**config.mk**
```make
export PLATFORM = sky130hd
export DESIGN_NAME = seg_addr_gen
export DESIGN_NICKNAME = d
export VERILOG_FILES = /design/src/rtl/seg_addr_pkg.sv /design/src/rtl/seg_base_file.sv /design/src/rtl/seg_select.sv /design/src/rtl/seg_addr_stage.sv /design/src/rtl/seg_addr_gen.sv
export SDC_FILE = /design/constraint.sdc
export NUM_CORES = 1
export LEC_CHECK = 0
export ABC_AREA = 1
export BUFFER_PORTS_ARGS = -buffer_cell sky130_fd_sc_hd__buf_2
export CAP_MARGIN = 30
export CORE_MARGIN = 1.5
export CORE_UTILIZATION = 40
export CTS_CLUSTER_DIAMETER = 40
export DETAILED_ROUTE_END_ITERATION = 7
export PLACE_DENSITY_LB_ADDON = 0.12
export SYNTH_ARGS = -nofsm -noshare
export SYNTH_HDL_FRONTEND = slang
export SYNTH_SLANG_ARGS = --single-unit
```
**constraint.sdc**
```tcl
create_clock -name clk -period 8.44 [get_ports clk]
set_clock_uncertainty 0.05 [all_clocks]
set_input_delay 1.688 -clock clk [delete_from_list [all_inputs] [get_ports clk]]
set_output_delay 1.688 -clock clk [all_outputs]
set_load 0.03 [all_outputs]
```
**src/rtl/seg_addr_pkg.sv**
```systemverilog
package seg_addr_pkg;

  localparam int SEG_CODE_IDX  = 0;
  localparam int SEG_DATA_IDX  = 1;
  localparam int SEG_STACK_IDX = 2;

  typedef enum logic [1:0] {
    ACC_FETCH    = 2'd0,
    ACC_STACK    = 2'd1,
    ACC_DATA     = 2'd2,
    ACC_DATA_ALT = 2'd3
  } acc_kind_e;

  // True when a segment code names an existing segment register.
  function automatic logic seg_code_ok(input logic [2:0] code, input int unsigned nseg);
    return (32'(code) < nseg);
  endfunction

endpackage

```
**src/rtl/seg_base_file.sv**
```systemverilog
module seg_base_file #(
  parameter int ADDR_W  = 32,
  parameter int NUM_SEG = 6,
  parameter int SEL_W   = 3
) (
  input  logic                            clk,
  input  logic                            rst_n,
  input  logic                            wr_en,
  input  logic [SEL_W-1:0]                wr_sel,
  input  logic [ADDR_W-1:0]               wr_base,
  output logic [NUM_SEG-1:0]              wr_hit,
  output logic [NUM_SEG-1:0][ADDR_W-1:0]  bases
);

  for (genvar s = 0; s < NUM_SEG; s++) begin : g_seg
    assign wr_hit[s] = wr_en && (32'(wr_sel) == s);

    always_ff @(posedge clk) begin
      if (!rst_n)         bases[s] <= '0;
      else if (wr_hit[s]) bases[s] <= wr_base;
    end
  end

endmodule

```
**src/rtl/seg_select.sv**
```systemverilog
module seg_select
  import seg_addr_pkg::*;
#(
  parameter int NUM_SEG = 6,
  parameter int SEL_W   = 3,
  parameter int REG_W   = 3,
  parameter int FP_IDX  = 5
) (
  input  logic [1:0]       req_kind,
  input  logic             req_base_used,
  input  logic [REG_W-1:0] req_basereg,
  input  logic             ovr_valid,
  input  logic [SEL_W-1:0] ovr_sel,
  output logic             ovr_taken,
  output logic             fp_default,
  output logic [SEL_W-1:0] seg_sel
);

  acc_kind_e kind;
  logic      is_data;

  assign kind       = acc_kind_e'(req_kind);
  assign is_data    = (kind == ACC_DATA) || (kind == ACC_DATA_ALT);
  assign ovr_taken  = is_data && ovr_valid && (32'(ovr_sel) < NUM_SEG);
  assign fp_default = is_data && !ovr_taken && req_base_used &&
                      (32'(req_basereg) == FP_IDX);

  always_comb begin
    unique case (kind)
      ACC_FETCH: seg_sel = SEL_W'(SEG_CODE_IDX);
      ACC_STACK: seg_sel = SEL_W'(SEG_STACK_IDX);
      default: begin
        if (ovr_taken)       seg_sel = ovr_sel;
        else if (fp_default) seg_sel = SEL_W'(SEG_STACK_IDX);
        else                 seg_sel = SEL_W'(SEG_DATA_IDX);
      end
    endcase
  end

endmodule

```
**src/rtl/seg_addr_stage.sv**
```systemverilog
module seg_addr_stage #(
  parameter int ADDR_W  = 32,
  parameter int NUM_SEG = 6,
  parameter int SEL_W   = 3
) (
  input  logic                            clk,
  input  logic                            rst_n,
  input  logic                            req_valid,
  input  logic [SEL_W-1:0]                seg_sel,
  input  logic [NUM_SEG-1:0][ADDR_W-1:0]  bases,
  input  logic [ADDR_W-1:0]               req_offset,
  output logic                            out_valid,
  output logic [ADDR_W-1:0]               out_addr,
  output logic [SEL_W-1:0]                out_seg
);

  // Wrapping add: carry out of the top bit is dropped.
  function automatic logic [ADDR_W-1:0] wrap_add(input logic [ADDR_W-1:0] a,
                                                 input logic [ADDR_W-1:0] b);
    return a + b;
  endfunction

  logic [ADDR_W-1:0] base_pick;
  logic [ADDR_W-1:0] sum_next;

  always_comb begin
    base_pick = '0;
    for (int s = 0; s < NUM_SEG; s++) begin
      if (32'(seg_sel) == s) base_pick = bases[s];
    end
  end

  assign sum_next = wrap_add(base_pick, req_offset);

  always_ff @(posedge clk) begin
    if (!rst_n) begin
      out_valid <= 1'b0;
      out_addr  <= '0;
      out_seg   <= '0;
    end else begin
      out_valid <= req_valid;
      if (req_valid) begin
        out_addr <= sum_next;
        out_seg  <= seg_sel;
      end
    end
  end

endmodule

```
**src/rtl/seg_addr_gen.sv**
```systemverilog
module seg_addr_gen #(
  parameter int ADDR_W  = 32,
  parameter int NUM_SEG = 6,
  parameter int SEL_W   = 3,
  parameter int REG_W   = 3,
  parameter int FP_IDX  = 5
) (
  input  logic              clk,
  input  logic              rst_n,
  input  logic              wr_en,
  input  logic [SEL_W-1:0]  wr_sel,
  input  logic [ADDR_W-1:0] wr_base,
  input  logic              req_valid,
  input  logic [1:0]        req_kind,
  input  logic              req_base_used,
  input  logic [REG_W-1:0]  req_basereg,
  input  logic              ovr_valid,
  input  logic [SEL_W-1:0]  ovr_sel,
  input  logic [ADDR_W-1:0] req_offset,
  output logic              out_valid,
  output logic [ADDR_W-1:0] out_addr,
  output logic [SEL_W-1:0]  out_seg
);

  logic [NUM_SEG-1:0]             wr_hit;
  logic [NUM_SEG-1:0][ADDR_W-1:0] bases;
  logic [SEL_W-1:0]               seg_sel;
  logic                           ovr_taken;
  logic                           fp_default;

  seg_base_file #(.ADDR_W(ADDR_W), .NUM_SEG(NUM_SEG), .SEL_W(SEL_W)) base_file_i (
    .clk(clk), .rst_n(rst_n), .wr_en(wr_en), .wr_sel(wr_sel),
    .wr_base(wr_base), .wr_hit(wr_hit), .bases(bases)
  );

  seg_select #(.NUM_SEG(NUM_SEG), .SEL_W(SEL_W), .REG_W(REG_W), .FP_IDX(FP_IDX)) select_i (
    .req_kind(req_kind), .req_base_used(req_base_used), .req_basereg(req_basereg),
    .ovr_valid(ovr_valid), .ovr_sel(ovr_sel), .ovr_taken(ovr_taken),
    .fp_default(fp_default), .seg_sel(seg_sel)
  );

  seg_addr_stage #(.ADDR_W(ADDR_W), .NUM_SEG(NUM_SEG), .SEL_W(SEL_W)) stage_i (
    .clk(clk), .rst_n(rst_n), .req_valid(req_valid), .seg_sel(seg_sel),
    .bases(bases), .req_offset(req_offset), .out_valid(out_valid),
    .out_addr(out_addr), .out_seg(out_seg)
  );

endmodule

```
### Word-level counts from Yosys, hierarchy flattened

Cells that the tools add are included.

| operators by class | value |
|---|---|
| shifts and indexed selects | 0 |
| add/subtract/negate cells | 1 |
| eq/ne operators | 14 |
| reductions and logical operators | 16 |
| mux-type cells | 9 |
| div/mod/pow operators | 0 |
| magnitude comparators | 1 |
| $mul | 0 |
| bitwise operators | 0 |

Operator list:

| operator | count |
|---|---|
| 2-to-1 mux 32 bit | 6 |
| adder 32 bit | 1 |
| equality test 3 bit (second input constant) | 5 |
| equality test 3 x 2 -> 1 bit (second input constant) | 4 |
| logical AND 1 bit | 11 |
| equality test 3 x 1 -> 1 bit (second input constant) | 2 |
| zero test 3 bit | 2 |
| one-hot mux 3 bit (2 select lines) | 1 |
| equality test 2 bit (second input constant) | 2 |
| less-than comparator 3 bit (second input constant) | 1 |
| 2-to-1 mux 3 bit | 1 |
| equality test 2 x 1 -> 1 bit (second input constant) | 1 |
| zero test 2 bit | 1 |
| 2-to-1 mux 2 bit | 1 |
| zero test 1 bit | 1 |
| logical OR 1 bit | 1 |

| storage, ports and cells | value |
|---|---|
| RAM bits | 0 |
| memories kept | 0 |
| word-level logic and storage cells | 50 |
| bits of input ports | 81 |
| memory bits (read-only) | 0 |
| register bits after elaboration | 228 |
| bits in latches | 0 |

### Depth between registers and ports, before layout

| depth | value |
|---|---|
| depth after elaboration | 19 |
| gate-level depth with buffers | 31 |
| depth with buffers taken out | 30 |

### Cells and area by module

A second synthesis with hierarchy kept.

| unflattened totals | value |
|---|---|
| cells, all modules | 2095 |
| area, all modules | 12776.0 µm² |

Modules (own cells, without submodules):

| module | area an instance (µm²) | sequential area each (µm²) | times used | cells an instance |
|---|---|---|---|---|
| seg_base_file | 7536.0 | 3843.7 | 1 | 1091 |
| seg_addr_stage | 5154.9 | 720.7 | 1 | 984 |
| seg_select | 85.1 | 0.0 | 1 | 20 |

### Worst setup path after synthesis

OpenSTA, ideal clock, no wires.

| path | value |
|---|---|
| kind | input-to-reg |
| start | input port ovr_sel[1] |
| end | register stage_i.out_addr[26] |
| data arrival time | 4498 ps |
| library setup time | 115 ps |
| slack | 3777 ps |
| stages on the path | 23 |
| data required time | 8275 ps |
| buffers on the path | 2 |
| cells stage by stage | nand2_1 nand3_2 inv_2 nand2_2 nor2_1 buf_2 buf_1 nand2_1 nand2_1 ha_1 inv_1 fa_1 nand3b_1 nand2_1 a21boi_2 o21ai_0 a21oi_1 inv_1 nand4_1 nand3_1 nand2_1 o21ai_0 inv_1 |

| on the way | value |
|---|---|
| longest elaborated chain between the ends | 17 |
| elaborated cells on any way between the ends | 22 |

RTL lines:

| element | RTL line | source |
|---|---|---|
| from (decl) | seg_addr_gen.sv:18 | `input logic [SEL_W-1:0] ovr_sel,` |
| less-than comparator 3 bit | seg_select.sv:24 | `assign ovr_taken = is_data && ovr_valid && (32'(ovr_sel) < NUM_SEG);` |
| logical AND 1 bit | seg_select.sv:24 |  |
| zero test 1 bit | seg_select.sv:25 | `assign fp_default = is_data && !ovr_taken && req_base_used &&` |
| logical AND 1 bit (3 in series) | seg_select.sv:25 |  |
| 2-to-1 mux 2 bit | seg_select.sv:34 | `else if (fp_default) seg_sel = SEL_W'(SEG_STACK_IDX);` |
| 2-to-1 mux 3 bit (*) | seg_select.sv:33 | `if (ovr_taken) seg_sel = ovr_sel;` |
| one-hot mux 3 bit (2 select lines) (*) | seg_select.sv:29 | `unique case (kind)` |
| zero test 3 bit | seg_addr_stage.sv:29 | `if (32'(seg_sel) == s) base_pick = bases[s];` |
| 2-to-1 mux 32 bit (5 in series) | seg_addr_stage.sv:29 |  |
| 2-to-1 mux 32 bit (*) | seg_addr_stage.sv:29 |  |
| adder 32 bit (*) | seg_addr_stage.sv:20 | `return a + b;` |
| to (signal assigned) | seg_addr_stage.sv:43 | `out_addr <= sum_next;` |
| to (decl) | seg_addr_stage.sv:13 | `output logic [ADDR_W-1:0] out_addr,` |

Mark *: on every way between the ends. The rest lies on a longest branch, timed or not.
A chain may end at the register's enable or synchronous reset.

### Final worst setup path

| path | value |
|---|---|
| start | input port ovr_sel[2] |
| end | register stage_i.out_addr[26] |

Same word-level chain as after synthesis.

==> metrics.txt <==
Yosys top cell by area dfxtp_1; Arr. time, crit path between 5000 and 6000 ps; # setup viols final 0; Top FF cell, synth dfxtp_1; die area ~29000 sq um; multi-input logic area 5800 sq um; min Tclk post-route around 5400 ps; gpl congestion roughly 1; CTS Hold Bufs 0; initial DRC count approximately 840; FMAX ~180 MHz; first-pass GRT wire length 57900 um; fraction of layout cells with a size suffix above 1 0.129; CTS Buf Count 37; Worst VDD drop 0.120 mV; Starting Density 0.407; Worst Slack Setup Final 3020 ps; ys async rst share 0; max_slew headroom 0.285; ranking of synthesized cells by area dfxtp_1 40%, nor2_1 14%, o21ai_0 12%; Min Hold Slack roughly 390 ps; hold crit path type register to register; Layout Nets about 1.9k; dpl ws between 2000 and 3000 ps; postcts setup bufs 0; die width between 150 and 200 um; Static Leak 6.33 nW; r2r setup slk between 5000 and 6000 ps; Seq cells post-synth roughly 230; Post-synth EDFFs 0; share of the synthesized area in the top cell type 0.404; Rows 61; mapped cell area 11300 sq um; cts repair resizes 0; Die Height ~170 um; sequential cell area about 4600 sq um; Worst-Margin Slew 1070 ps; setup repair after global routing missed its margin false; worst-path maximum fanout 32; fin crit share 0.643; WL final ~37000 um; vias in the first global route 10.6k; Max clock buf depth 3; CP startpoint kind input pin; Overflow after GRT 0; PD cells 237 nW/um^2; CTS root buffer clkbuf_16; CP endpoint kind register; antenna violations before repair 1; Clock Pin Slew Worst Setup and Hold Paths ~50 ps; Post-synth top cells 409 x nor2_1, 262 x o21ai_0, 228 x dfxtp_1, 222 x nand2_1, 144 x inv_1; Max Slew Vio Count 0; max cap viols 0; Required @ worst endpoint 8800 ps; Post-DRT Antenna Nets 0; Synth Instances around 1.7k; # DRC 0; register area share after synthesis 0.404; most common cell in the netlist nor2_1; DRT Pass-1 Iters 5; boundary pin count approximately 120; syn_nets about 1.8k; run status finished, final reports clean; Fin. Hold Viols 0; Cell variety after synth 47; Clk Latency, worst-skew pair approximately 520 ps; vias post-DR roughly 11k; WS Path Type input pin to register; PortBufs 116; post-DP HPWL ~24000 um; Clock Sink Count roughly 230; P&R area growth vs syn 18.2%; CTS tree built; Wirelength per Cell 17.4 um; Syn Area/Cell approximately 6.8 sq um; H-tree depth 2; yosys warns 0; Core Region around 28000 sq um; Fill cells 2904; largest net degree at the start of global routing between 100 and 150; Final TNS setup 0 ps; Vias/cell 5.17; Overall Global Routing Usage 0.257
## layout make-up
cell class              instances  area share
repair buffers                132      0.0526
clock inverters                21      0.0185
multi-input cells            1188       0.434
clock buffers                  46      0.0757
flip-flops and latches        228       0.341
inverters                     150      0.0423
diodes                          1    0.000187
well taps                     378      0.0354
## cells by family after synthesis
logic type | count (synthesis) | share of synthesized area
AOI/OAI and AO/OA | 427 | 0.204
xor gates and xnor gates | 19 | 0.0147
DFF | 228 | 0.404
buffers and inverters | 237 | 0.0856
and+or+nand+nor | 707 | 0.252
adders and majority gates | 35 | 0.0394
## state kept, by name (all words and copies together), names as in the netlist
register	cells
base_file_i.bases	192
stage_i.out_addr	32
stage_i.out_seg	3
stage_i.out_valid	1
## metal layers
metal  vias up  track usage  wire (um)
li1       5558            -          -
met1      5101        0.350      17600
met2       365        0.415      16500
met3        65       0.0386       2250
met4         0       0.0828        950
met5         -            0          0
## placed cells by master, fill, tap and decap left out, types with 4 or more instances in the layout
cell type,netlist,final
a21o_1,4,4
a21oi_1,93,93
a22oi_1,9,9
a31oi_1,6,6
buf_2,8,115
buf_4,1,17
bufinv_16,0,4
clkbuf_1,66,6
clkbuf_16,0,39
clkinv_2,0,6
clkinv_4,0,6
dfxtp_1,228,228
ha_1,34,34
inv_1,144,143
inv_2,5,6
nand2_1,222,222
nand2_2,4,4
nand3_1,26,25
nand4_1,28,28
nor2_1,409,405
nor3_1,9,8
o211ai_1,9,9
o21ai_0,262,262
o21ai_1,16,16
o21ai_2,6,6
o21bai_1,4,4
xnor2_1,9,9
xor2_1,10,10
## power breakdown
| part | internal (mW) | switching (mW) |
|---|---|---|
| clock | 0.984 | 0.551 |
| combinational | 0.145 | 0.332 |
| sequential | 1.13 | 0.0237 |
| total | 2.26 | 0.907 |
## final timing paths
kind                                             start                endpoint  cells after the start
worst max-delay path                        ovr_sel[2]    stage_i.out_addr[26]                     26
worst min-delay path            base_file_i.bases[122]  base_file_i.bases[122]                      2
worst max register to register   base_file_i.bases[32]    stage_i.out_addr[26]                     18
worst min register to register  base_file_i.bases[122]  base_file_i.bases[122]                      2
## critical path, stage by stage
cell,delay [ps]
buf_2,110
nand2_1,70
nand3_2,90
inv_2,90
nand2_1,90
nand3_4,160
nand2_4,260
inv_2,640
nand2_1,110
o211ai_1,130
a21oi_1,70
nand2_1,90
ha_1,140
inv_1,70
fa_1,410
nand3b_1,170
nand2_1,160
a21boi_2,100
o21ai_0,290
a21oi_1,160
inv_1,150
nand4_1,130
nand3_1,120
nand2_1,40
o21ai_0,160
inv_1,60
## metrics by stage
stage               instance area [sq um]   util  instances  power, mW
global route                        13400  0.481       2143       3.29
detailed placement                  12100  0.436       2076       1.65
global placement                    12100  0.436       2076       1.64
finish                              13400  0.481       2144       3.16
CTS                                 13400  0.481       2143       3.19
floorplan                           11300      -       1653       1.49
No activity file was read; power rests on OpenSTA's default activity.
